File: src/rtl/split_filter_pkg.sv
package split_filter_pkg;
    localparam int REG_W     = 32;
    localparam int LOCK_POS  = 31;
    localparam int WORD_BITS = 2;

    function automatic logic [REG_W-1:0] pack_zone_word(input logic lock,
                                                        input logic [REG_W-2:0] size_ext);
        return {lock, size_ext};
    endfunction
endpackage

File: src/rtl/split_zone_reg.sv
module split_zone_reg #(
    parameter int SIZE_W      = 10,
    parameter int RESET_PAGES = 24
) (
    input  logic              clk,
    input  logic              rst_n,
    input  logic              wr_hit,
    input  logic [SIZE_W-1:0] wr_size,
    input  logic              wr_lock,
    output logic [SIZE_W-1:0] size_q,
    output logic              lock_q
);
    typedef struct packed {
        logic              lock;
        logic [SIZE_W-1:0] size;
    } zstate_t;

    zstate_t st_d, st_q;

    always_comb begin
        st_d = st_q;
        if (wr_hit) begin
            if (!st_q.lock) st_d.size = wr_size;
            if (wr_lock)    st_d.lock = 1'b1;
        end
    end

    always_ff @(posedge clk or negedge rst_n) begin
        if (!rst_n) begin
            st_q.lock <= 1'b0;
            st_q.size <= SIZE_W'(RESET_PAGES);
        end else begin
            st_q <= st_d;
        end
    end

    assign size_q = st_q.size;
    assign lock_q = st_q.lock;

    p_lock_sticky_r3: assert property (@(posedge clk) disable iff (!rst_n)
        st_q.lock |=> st_q.lock);

    p_lock_set_r3: assert property (@(posedge clk) disable iff (!rst_n)
        (wr_hit && wr_lock) |=> st_q.lock);

    p_unlocked_write_r4: assert property (@(posedge clk) disable iff (!rst_n)
        (wr_hit && !st_q.lock) |=> (st_q.size == $past(wr_size)));

    p_locked_hold_r5: assert property (@(posedge clk) disable iff (!rst_n)
        st_q.lock |=> $stable(st_q.size));
endmodule

File: src/rtl/split_zone_check.sv
module split_zone_check #(
    parameter int OFF_W      = 22,
    parameter int SIZE_W     = 10,
    parameter int PAGE_SHIFT = 12,
    parameter int MEM_PAGES  = 24
) (
    input  logic              clk,
    input  logic              rst_n,
    input  logic [OFF_W-1:0]  offset,
    input  logic              secure,
    input  logic [SIZE_W-1:0] split_pages,
    output logic              grant
);
    localparam int PG_W = OFF_W - PAGE_SHIFT;

    logic [PG_W-1:0] page;
    logic            in_mem;
    logic            in_sec;

    always_comb begin
        page   = PG_W'(offset >> PAGE_SHIFT);
        in_mem = 32'(page) < 32'(MEM_PAGES);
        in_sec = 32'(page) < 32'(split_pages);
        grant  = in_mem && (secure || !in_sec);
    end

    p_nonsec_below_split_r6: assert property (@(posedge clk) disable iff (!rst_n)
        (!secure && (32'(offset >> PAGE_SHIFT) < 32'(split_pages))) |-> !grant);

    p_secure_inside_r7: assert property (@(posedge clk) disable iff (!rst_n)
        (secure && (32'(offset >> PAGE_SHIFT) < 32'(MEM_PAGES))) |-> grant);

    p_beyond_top_r9: assert property (@(posedge clk) disable iff (!rst_n)
        (32'(offset >> PAGE_SHIFT) >= 32'(MEM_PAGES)) |-> !grant);
endmodule

File: src/rtl/split_filter.sv
module split_filter
    import split_filter_pkg::*;
#(
    parameter int                        NUM_ZONES  = 2,
    parameter int                        SIZE_W     = 10,
    parameter int                        PAGE_SHIFT = 12,
    parameter int                        OFF_W      = 22,
    parameter int                        ADDR_W     = 8,
    parameter logic [NUM_ZONES*SIZE_W-1:0] ZONE_PAGES = {10'd64, 10'd24},
    localparam int                       ZSEL_W     = $clog2(NUM_ZONES) + 1
) (
    input  logic              clk,
    input  logic              rst_n,
    input  logic              reg_we,
    input  logic [ADDR_W-1:0] reg_addr,
    input  logic [REG_W-1:0]  reg_wdata,
    output logic [REG_W-1:0]  reg_rdata,
    input  logic [ZSEL_W-1:0] acc_zone,
    input  logic [OFF_W-1:0]  acc_offset,
    input  logic              acc_secure,
    output logic              acc_grant
);
    logic [NUM_ZONES-1:0] addr_hit;
    logic [NUM_ZONES-1:0] wr_hit;
    logic [NUM_ZONES-1:0] lock_vec;
    logic [NUM_ZONES-1:0] grant_vec;
    logic [SIZE_W-1:0]    size_vec [NUM_ZONES];
    logic                 word_ok;
    logic                 zone_ok;
    logic                 unused_wdata;

    assign unused_wdata = ^reg_wdata[LOCK_POS-1:SIZE_W];
    assign word_ok      = (reg_addr[WORD_BITS-1:0] == '0);

    for (genvar z = 0; z < NUM_ZONES; z++) begin : g_zone
        localparam int MEM_PG = int'(ZONE_PAGES[z*SIZE_W +: SIZE_W]);

        assign addr_hit[z] = word_ok && (int'(reg_addr >> WORD_BITS) == z);
        assign wr_hit[z]   = reg_we && addr_hit[z];

        split_zone_reg #(
            .SIZE_W      (SIZE_W),
            .RESET_PAGES (MEM_PG)
        ) u_reg (
            .clk     (clk),
            .rst_n   (rst_n),
            .wr_hit  (wr_hit[z]),
            .wr_size (reg_wdata[SIZE_W-1:0]),
            .wr_lock (reg_wdata[LOCK_POS]),
            .size_q  (size_vec[z]),
            .lock_q  (lock_vec[z])
        );

        split_zone_check #(
            .OFF_W      (OFF_W),
            .SIZE_W     (SIZE_W),
            .PAGE_SHIFT (PAGE_SHIFT),
            .MEM_PAGES  (MEM_PG)
        ) u_chk (
            .clk         (clk),
            .rst_n       (rst_n),
            .offset      (acc_offset),
            .secure      (acc_secure),
            .split_pages (size_vec[z]),
            .grant       (grant_vec[z])
        );
    end

    always_comb begin
        reg_rdata = '0;
        for (int z = 0; z < NUM_ZONES; z++) begin
            if (addr_hit[z])
                reg_rdata = pack_zone_word(lock_vec[z], (REG_W-1)'(size_vec[z]));
        end
    end

    always_comb begin
        zone_ok   = 1'b0;
        acc_grant = 1'b0;
        for (int z = 0; z < NUM_ZONES; z++) begin
            if (int'(acc_zone) == z) begin
                zone_ok   = 1'b1;
                acc_grant = grant_vec[z];
            end
        end
    end

    p_bad_zone_denied_r9: assert property (@(posedge clk) disable iff (!rst_n)
        (int'(acc_zone) >= NUM_ZONES) |-> !acc_grant);

    p_unmapped_read_zero_r2: assert property (@(posedge clk) disable iff (!rst_n)
        (!word_ok || (int'(reg_addr >> WORD_BITS) >= NUM_ZONES)) |-> (reg_rdata == '0));

    p_grant_needs_zone_r9: assert property (@(posedge clk) disable iff (!rst_n)
        acc_grant |-> zone_ok);
endmodule

File: config.mk
export PLATFORM = sky130hd
export DESIGN_NAME = split_filter
export DESIGN_NICKNAME = d
export VERILOG_FILES = /design/src/rtl/split_filter_pkg.sv /design/src/rtl/split_zone_reg.sv /design/src/rtl/split_zone_check.sv /design/src/rtl/split_filter.sv
export SDC_FILE = /design/constraint.sdc
export NUM_CORES = 1
export LEC_CHECK = 0
export ABC_AREA = 1
export ABC_CLOCK_PERIOD_IN_PS = 2050
export CAP_MARGIN = 20
export CORE_ASPECT_RATIO = 1.75
export CORE_UTILIZATION = 40
export DETAILED_ROUTE_END_ITERATION = 10
export PLACE_DENSITY = 0.8
export SLEW_MARGIN = 20
export SYNTH_ARGS = -nofsm -noshare
export SYNTH_HDL_FRONTEND = slang
export SYNTH_HIERARCHICAL = 1
export SYNTH_SLANG_ARGS = --single-unit
File: constraint.sdc
create_clock -name clk -period 2.05 [get_ports clk]
set_input_delay 0.205 -clock clk [delete_from_list [all_inputs] [get_ports clk]]
set_output_delay 0.205 -clock clk [all_outputs]
set_load 0.01 [all_outputs]
Word-level counts from Yosys, hierarchy flattened
Index checks and enable logic that the tools add are counted.
{ "totals": {"ff_bits": 22, "output_inout_bits": 33, "input_bits": 68} }
{ "classes": {"mux": 4, "bitwise_logic": 2, "magnitude_cmp": 4, "reduce_logical": 17, "eq_ne": 2} }
{ "op_table": {"columns": ["operator", "n"], "rows": [
  ["$mux W32", 2],
  ["$logic_not A32 Y1", 1],
  ["$lt A10 B10 Y1", 2],
  ["$lt A10 B5 Y1 const B", 1],
  ["$lt A10 B7 Y1 const B", 1],
  ["$reduce_and A2 Y1", 4],
  ["$eq A6 B2 Y1 const B", 1],
  ["$logic_and A1 B1 Y1", 6],
  ["$logic_not A2 Y1", 2],
  ["$eq A2 B2 Y1 const B", 1],
  ["$logic_not A1 Y1", 2],
  ["$logic_or A1 B1 Y1", 2],
  ["$mux W1", 2],
  ["$not A1 Y1", 2]
]} }

Longest topological paths before layout
{ "depth": {"depth_word": 6, "depth_mapped": 12, "ltp_nobuf": 12} }

By module
The synthesis kept the hierarchy.
{ "modules_own_cells": {"columns": ["mod", "cells_per_inst", "area_per_inst_um2", "n_inst", "seq_area_each_um2"], "rows": [
  ["split_zone_reg at g_zone[0].u_reg", 47, 445.4, 1, 277.8],
  ["split_filter", 85, 444.2, 1, 0.0],
  ["split_zone_reg at g_zone[1].u_reg", 47, 444.2, 1, 276.5],
  ["split_zone_check at g_zone[0].u_chk", 52, 301.5, 1, 0.0],
  ["split_zone_check at g_zone[1].u_chk", 49, 275.3, 1, 0.0]
]} }

Least setup slack after synthesis
OpenSTA, ideal clock, no wires.
{ "synth_timing": {"path_kind": "flip-flop to output port", "from": "register g_zone[0].u_reg.st_q (netlist bit g_zone[0].u_reg/size_q[3])", "to": "output port acc_grant", "t_arrival_ps": 1531, "setup_slack_ps": 314, "stages_incl_launch_ff": 13, "path_cell_list": "dfstp_2 -> inv_1 -> ha_1 -> nand2_1 -> nand2_1 -> nand2_1 -> nand2_1 -> nand2_1 -> nand3_1 -> nand2_1 -> inv_1 -> nor2_1 -> a211oi_1"} }
{ "synth_via": {"elab_chain_len": 6} }
{ "synth_rtl": {"columns": ["item", "line", "rtl"], "rows": [
  ["start, declared", "split_zone_reg.sv:18", "zstate_t st_d, st_q;"],
  ["start signal, assigned", "split_zone_reg.sv:33", "st_q <= st_d;"],
  ["$lt A10 B10 Y1", "split_zone_check.sv:23", "in_sec = 32'(page) < 32'(split_pages);"],
  ["$logic_not A1 Y1", "split_zone_check.sv:24", "grant = in_mem && (secure || !in_sec);"],
  ["$logic_or A1 B1 Y1", "split_zone_check.sv:24", null],
  ["$logic_and A1 B1 Y1", "split_zone_check.sv:24", null],
  ["via grant_vec[0]", "split_filter.sv:26", "logic [NUM_ZONES-1:0] grant_vec;"],
  ["$mux W1 (2 in a row)", "split_filter.sv:81", "if (int'(acc_zone) == z) begin"],
  ["end, declared", "split_filter.sv:21", "output logic acc_grant"]
]} }
The timed path passes the listed nets, and every way through them passes these cells.

Worst setup path in the final report
{ "layout_timing": {"from": "register g_zone[1].u_reg.st_q (netlist bit g_zone[1].u_reg/size_q[6])", "to": "output port acc_grant"} }
{ "layout_via": {"elab_chain_len": 5} }
{ "layout_rtl": {"columns": ["item", "line"], "rows": [
  ["start, declared", "split_zone_reg.sv:18"],
  ["start signal, assigned", "split_zone_reg.sv:33"],
  ["$lt A10 B10 Y1", "split_zone_check.sv:23"],
  ["$logic_not A1 Y1", "split_zone_check.sv:24"],
  ["$logic_or A1 B1 Y1", "split_zone_check.sv:24"],
  ["$logic_and A1 B1 Y1", "split_zone_check.sv:24"],
  ["via grant_vec[1]", "split_filter.sv:26"],
  ["$mux W1", "split_filter.sv:81"]
]} }
The timed path passes the listed nets, and every way through them passes these cells.

==> metrics.txt <==
# TYPE chip_impl_metric gauge
chip_impl_info{name="run_status",value="complete, but fails checks"} 1
chip_impl_info{name="violations_in_the_final_reports",value="setup timing"} 1
chip_impl_metric{name="area_growth",unit="%"} 39.9
chip_impl_metric{name="globalRoute.totalOverflow",unit=""} 0
chip_impl_metric{name="max_clock_freq",unit="MHz"} 476
chip_impl_metric{name="remaining_drc_errors",unit=""} 0
chip_impl_metric{name="synth-seq-cells",unit=""} 22
chip_impl_metric{name="cts_hold_repair.buffers",unit=""} 0
chip_impl_metric{name="post_synth_inst_count",unit=""} 280
chip_impl_info{name="critPathTopFamily",value="flip-flops"} 1
chip_impl_metric{name="power.leakage",unit="uW"} 0.00153
chip_impl_metric{name="nNetsFinal",unit=""} 439
chip_impl_metric{name="detailroute.via_count",unit=""} 1902
chip_impl_metric{name="num_clock_sinks",unit=""} 22
chip_impl_metric{name="synth_simple_gate_area_share",unit="%"} 36.7
chip_impl_metric{name="worst_r2r_path_depth",unit=""} 4
chip_impl_info{name="r2r-start",value="g_zone[0].u_reg/lock_q$_DFFE_PN0P_"} 1
chip_impl_metric{name="clock-skew-final",unit="ns"} 0.000826
chip_impl_metric{name="power_switching_share",unit="%"} 25.2
chip_impl_metric{name="synth_top_area_share",unit="%"} 24.9
chip_impl_metric{name="worstSkewPairLatency",unit="ns"} 0.27
chip_impl_metric{name="critical_path_required",unit="ns"} 1.85
chip_impl_metric{name="clk_path_buf_depth",unit=""} 2
chip_impl_metric{name="drv_slew",unit=""} 0
chip_impl_metric{name="fraction_of_the_mapped_netlist_area_in_adder_cells",unit="%"} 11.8
chip_impl_metric{name="core",unit="mm^2"} 0.00448
chip_impl_info{name="cp-start-kind",value="flop"} 1
chip_impl_metric{name="final_cell_count_no_fill",unit=""} 403
chip_impl_metric{name="path_max_fanout",unit=""} 2
chip_impl_metric{name="rows",unit=""} 32
chip_impl_metric{name="vdd_ir_drop_max",unit="mV"} 0.369
chip_impl_metric{name="design.die.area",unit="mm^2"} 0.00507
chip_impl_metric{name="finalCriticalPeriod",unit="ns"} 2.10
chip_impl_metric{name="cts_htree_levels",unit=""} 1
chip_impl_metric{name="globalplace.congestion",unit=""} 0.786
chip_impl_metric{name="synth_compound_area_share",unit="%"} 1.96
chip_impl_metric{name="grt_pass1_vias",unit=""} 1817
chip_impl_metric{name="wire_per_inst",unit="um"} 11.7
chip_impl_metric{name="placement.cell_area",unit="mm^2"} 0.00254
chip_impl_metric{name="period_share",unit="%"} 102
chip_impl_info{name="tritoncts",value="built"} 1
chip_impl_metric{name="antenna_violating_nets_post_route",unit=""} 0
chip_impl_metric{name="cts_made_buffers",unit=""} 3
chip_impl_metric{name="initial_cell_density_of_the_core",unit="%"} 42.6
chip_impl_metric{name="dr.pass1.iters",unit=""} 4
chip_impl_metric{name="grt_first_pass_wirelength",unit="um"} 7600
chip_impl_metric{name="p_int",unit="uW"} 710
chip_impl_metric{name="vias_per_cell",unit=""} 4.72
chip_impl_metric{name="drv_cap",unit=""} 0
chip_impl_metric{name="pwr-share-clk",unit="%"} 32.8
chip_impl_metric{name="final_number_of_setup_violating_endpoints",unit=""} 1
chip_impl_metric{name="diodes",unit=""} 0
chip_impl_metric{name="antenna_found_initial",unit=""} 0
chip_impl_info{name="unrepaired_setup_endpoints_after_global_routing",value="true"} 1
chip_impl_metric{name="yosys_warnings",unit=""} 6
chip_impl_metric{name="grt_start_max_net_pins",unit=""} 23
chip_impl_metric{name="port_buffers",unit=""} 46
chip_impl_info{name="path_cells",value="inv_2 > ha_4 > nand2_2 > nor2_2 > nand3_1 > nand3_1 > nand2_1 > inv_1 > inv_1 > a211oi_2 > buf_2"} 1
chip_impl_metric{name="routed_wirelength",unit="um"} 4730
chip_impl_metric{name="drt_iter0_drc",unit=""} 44
chip_impl_info{name="ys_top_cells_by_area",value="dfrtp_1 25%, nand2_1 20%, ha_1 12%"} 1
chip_impl_info{name="timing.critical_path.slowest_stage_cell",value="dfstp_2"} 1
chip_impl_metric{name="power-per-cell-area",unit="mW/mm^2"} 355
chip_impl_info{name="clock_tree.root_cell",value="clkbuf_8"} 1
chip_impl_metric{name="synthesis.area_per_instance",unit="um^2"} 6.82
chip_impl_info{name="worst_hold_path_type",value="in2async"} 1
chip_impl_metric{name="chipWidth",unit="um"} 54.2
chip_impl_metric{name="dp.cells",unit=""} 399
chip_impl_metric{name="data_arrival_time_of_the_critical_path",unit="ns"} 1.90
chip_impl_metric{name="stdcell_area",unit="mm^2"} 0.00267
chip_impl_info{name="synthDominantAreaCellType",value="dfrtp_1"} 1
chip_impl_metric{name="yosys.area_share.xor_xnor",unit="%"} 0
chip_impl_info{name="critPathCaptureType",value="primary output"} 1
chip_impl_metric{name="number_of_distinct_library_cells_after_synthesis",unit=""} 19
chip_impl_metric{name="report.final.hold_viol_count",unit=""} 0
chip_impl_metric{name="ios",unit=""} 101
chip_impl_metric{name="ff2ff_setup_slack",unit="ns"} 0.97
chip_impl_metric{name="clkSlewWorstSetupHoldPaths",unit="ns"} 0.07
chip_impl_metric{name="synth-seq-area-share",unit="%"} 29.0
chip_impl_metric{name="floorplan.die.height",unit="um"} 93.4
chip_impl_info{name="main_combinational_cell_family_by_area_after_synthesis",value="simple AND/OR/NAND/NOR gates"} 1
chip_impl_metric{name="sequentialPowerShare",unit="%"} 45.7
chip_impl_metric{name="total_routing_usage_gr",unit="%"} 20.2
chip_impl_metric{name="worstPathBufferInverterCount",unit=""} 4
chip_impl_info{name="regToRegEndpoint",value="g_zone[0].u_reg/size_q[5]$_DFFE_PN0P_"} 1
chip_impl_metric{name="dp.final_hpwl",unit="um"} 3580
chip_impl_metric{name="cp_slowest_stage_delay",unit="ns"} 0.55
chip_impl_info{name="critPathKind",value="reg2out"} 1
chip_impl_metric{name="combPwrFrac",unit="%"} 21.5
chip_impl_metric{name="net-switching-power",unit="uW"} 239
chip_impl_metric{name="setup_slack",unit="ns"} -0.0507
chip_impl_metric{name="synthMuxAreaShare",unit="%"} 0
chip_impl_metric{name="post_synth_instance_area",unit="mm^2"} 0.00191
chip_impl_metric{name="drive_above_1_share",unit="%"} 18.2
==> Yosys cell counts <==
master and count:
a211oi_1 1, a21oi_1 6, buf_4 23, buf_6 3
clkbuf_8 2, conb_1 1, dfrtp_1 19, dfstp_2 3
ha_1 18, inv_1 39, inv_2 2, nand2_1 104
nand2_2 3, nand3_1 35, nor2_1 11, nor2_2 7
nor3_1 1, nor4_1 1, nor4_4 1
==> cell families (layout without fill, tap and decap cells) <==
| family | Yosys count | count (layout) |
|---|---|---|
| compound gates | 7 | 7 |
| fa+ha+maj | 18 | 18 |
| buf+inv | 69 | 121 |
| flops | 22 | 22 |
| simple gates | 163 | 163 |
| other cells | 1 | 21 |
==> through the flow <==
step                utilization (%)  hold slack, ns  worst slack [ns]  setup TNS, ns  power [uW]
finish                         59.6           0.283           -0.0507        -0.0507         950
global route                   59.6           0.317            -0.180         -0.244         995
CTS                            58.0           0.292           -0.0306        -0.0306         943
detailed placement             56.6           0.486            -0.372         -0.372         637
global placement               56.6           0.479            -0.366         -0.366         632
floorplan                         -         -0.0906             0.314              0         547
==> state kept, by name (all words and copies together) (netlist names) <==
name and count:
g_zone.u_reg/size_q 20, g_zone.u_reg/lock_q 2
==> cell type report <==
type,instances,area (um^2)
clock buffer,4,55.1
multi-input combinational,209,1110
tap,51,63.8
sequential,22,554
inverter,41,154
fill,421,1810
timing repair buffer,76,741
==> worst max-delay path by stage <==
stage          cells after the start  slack, ns                             startpoint   endpoint
6_report                          11      -0.05  g_zone[1].u_reg/size_q[6]$_DFFE_PN1P_  acc_grant
5_1_grt                           11      -0.18  g_zone[1].u_reg/size_q[6]$_DFFE_PN1P_  acc_grant
4_1_cts                           11      -0.03  g_zone[1].u_reg/size_q[6]$_DFFE_PN1P_  acc_grant
3_5_place_dp                      11      -0.37                         acc_offset[21]  acc_grant
3_3_place_gp                      11      -0.37                         acc_offset[21]  acc_grant
2_1_floorplan                     12       0.31  g_zone[0].u_reg/size_q[3]$_DFFE_PN1P_  acc_grant
==> timing repair <==
action                     in CTS  in global routing
pin swaps                       0                  3
gates resized for setup         7                 20
setup endpoints to repair       1                 12
buffers inserted                0                  0
==> power by group through the flow <==
| stage | registers (uW) | clock network (uW) | logic, uW |
|---|---|---|---|
| floorplan | 442 | 0 | 105 |
| global placement | 442 | 0 | 190 |
| detailed placement | 442 | 0 | 195 |
| CTS | 434 | 313 | 196 |
| global route | 434 | 333 | 228 |
| finish | 434 | 311 | 204 |
==> routing by layer <==
metal	vias up	track usage, %	wire length (um)	part of all wire [%]
met5	-	0	0	0
met1	879	22.0	1740	37
li1	964	-	-	-
met2	53	38.2	2750	58
met3	6	1.63	190	4.0
met4	0	6.20	53	1.1
==> layout by cell type (no fill, tap or decap), types with 5 or more instances in the layout <==
master           netlist  final
nand2_1              104    101
inv_1                 39     36
nand3_1               35     35
nand2_2                3      6
dlymetal6s2s_1         0      9
inv_2                  2      5
nor2_2                 7      9
buf_4                 23     27
a21oi_1                6      6
clkdlybuf4s50_1        0     36
ha_1                  18     15
nor2_1                11      8
conb_1                 1     21
dfrtp_1               19     19
Power figures use the tool's default switching activity.
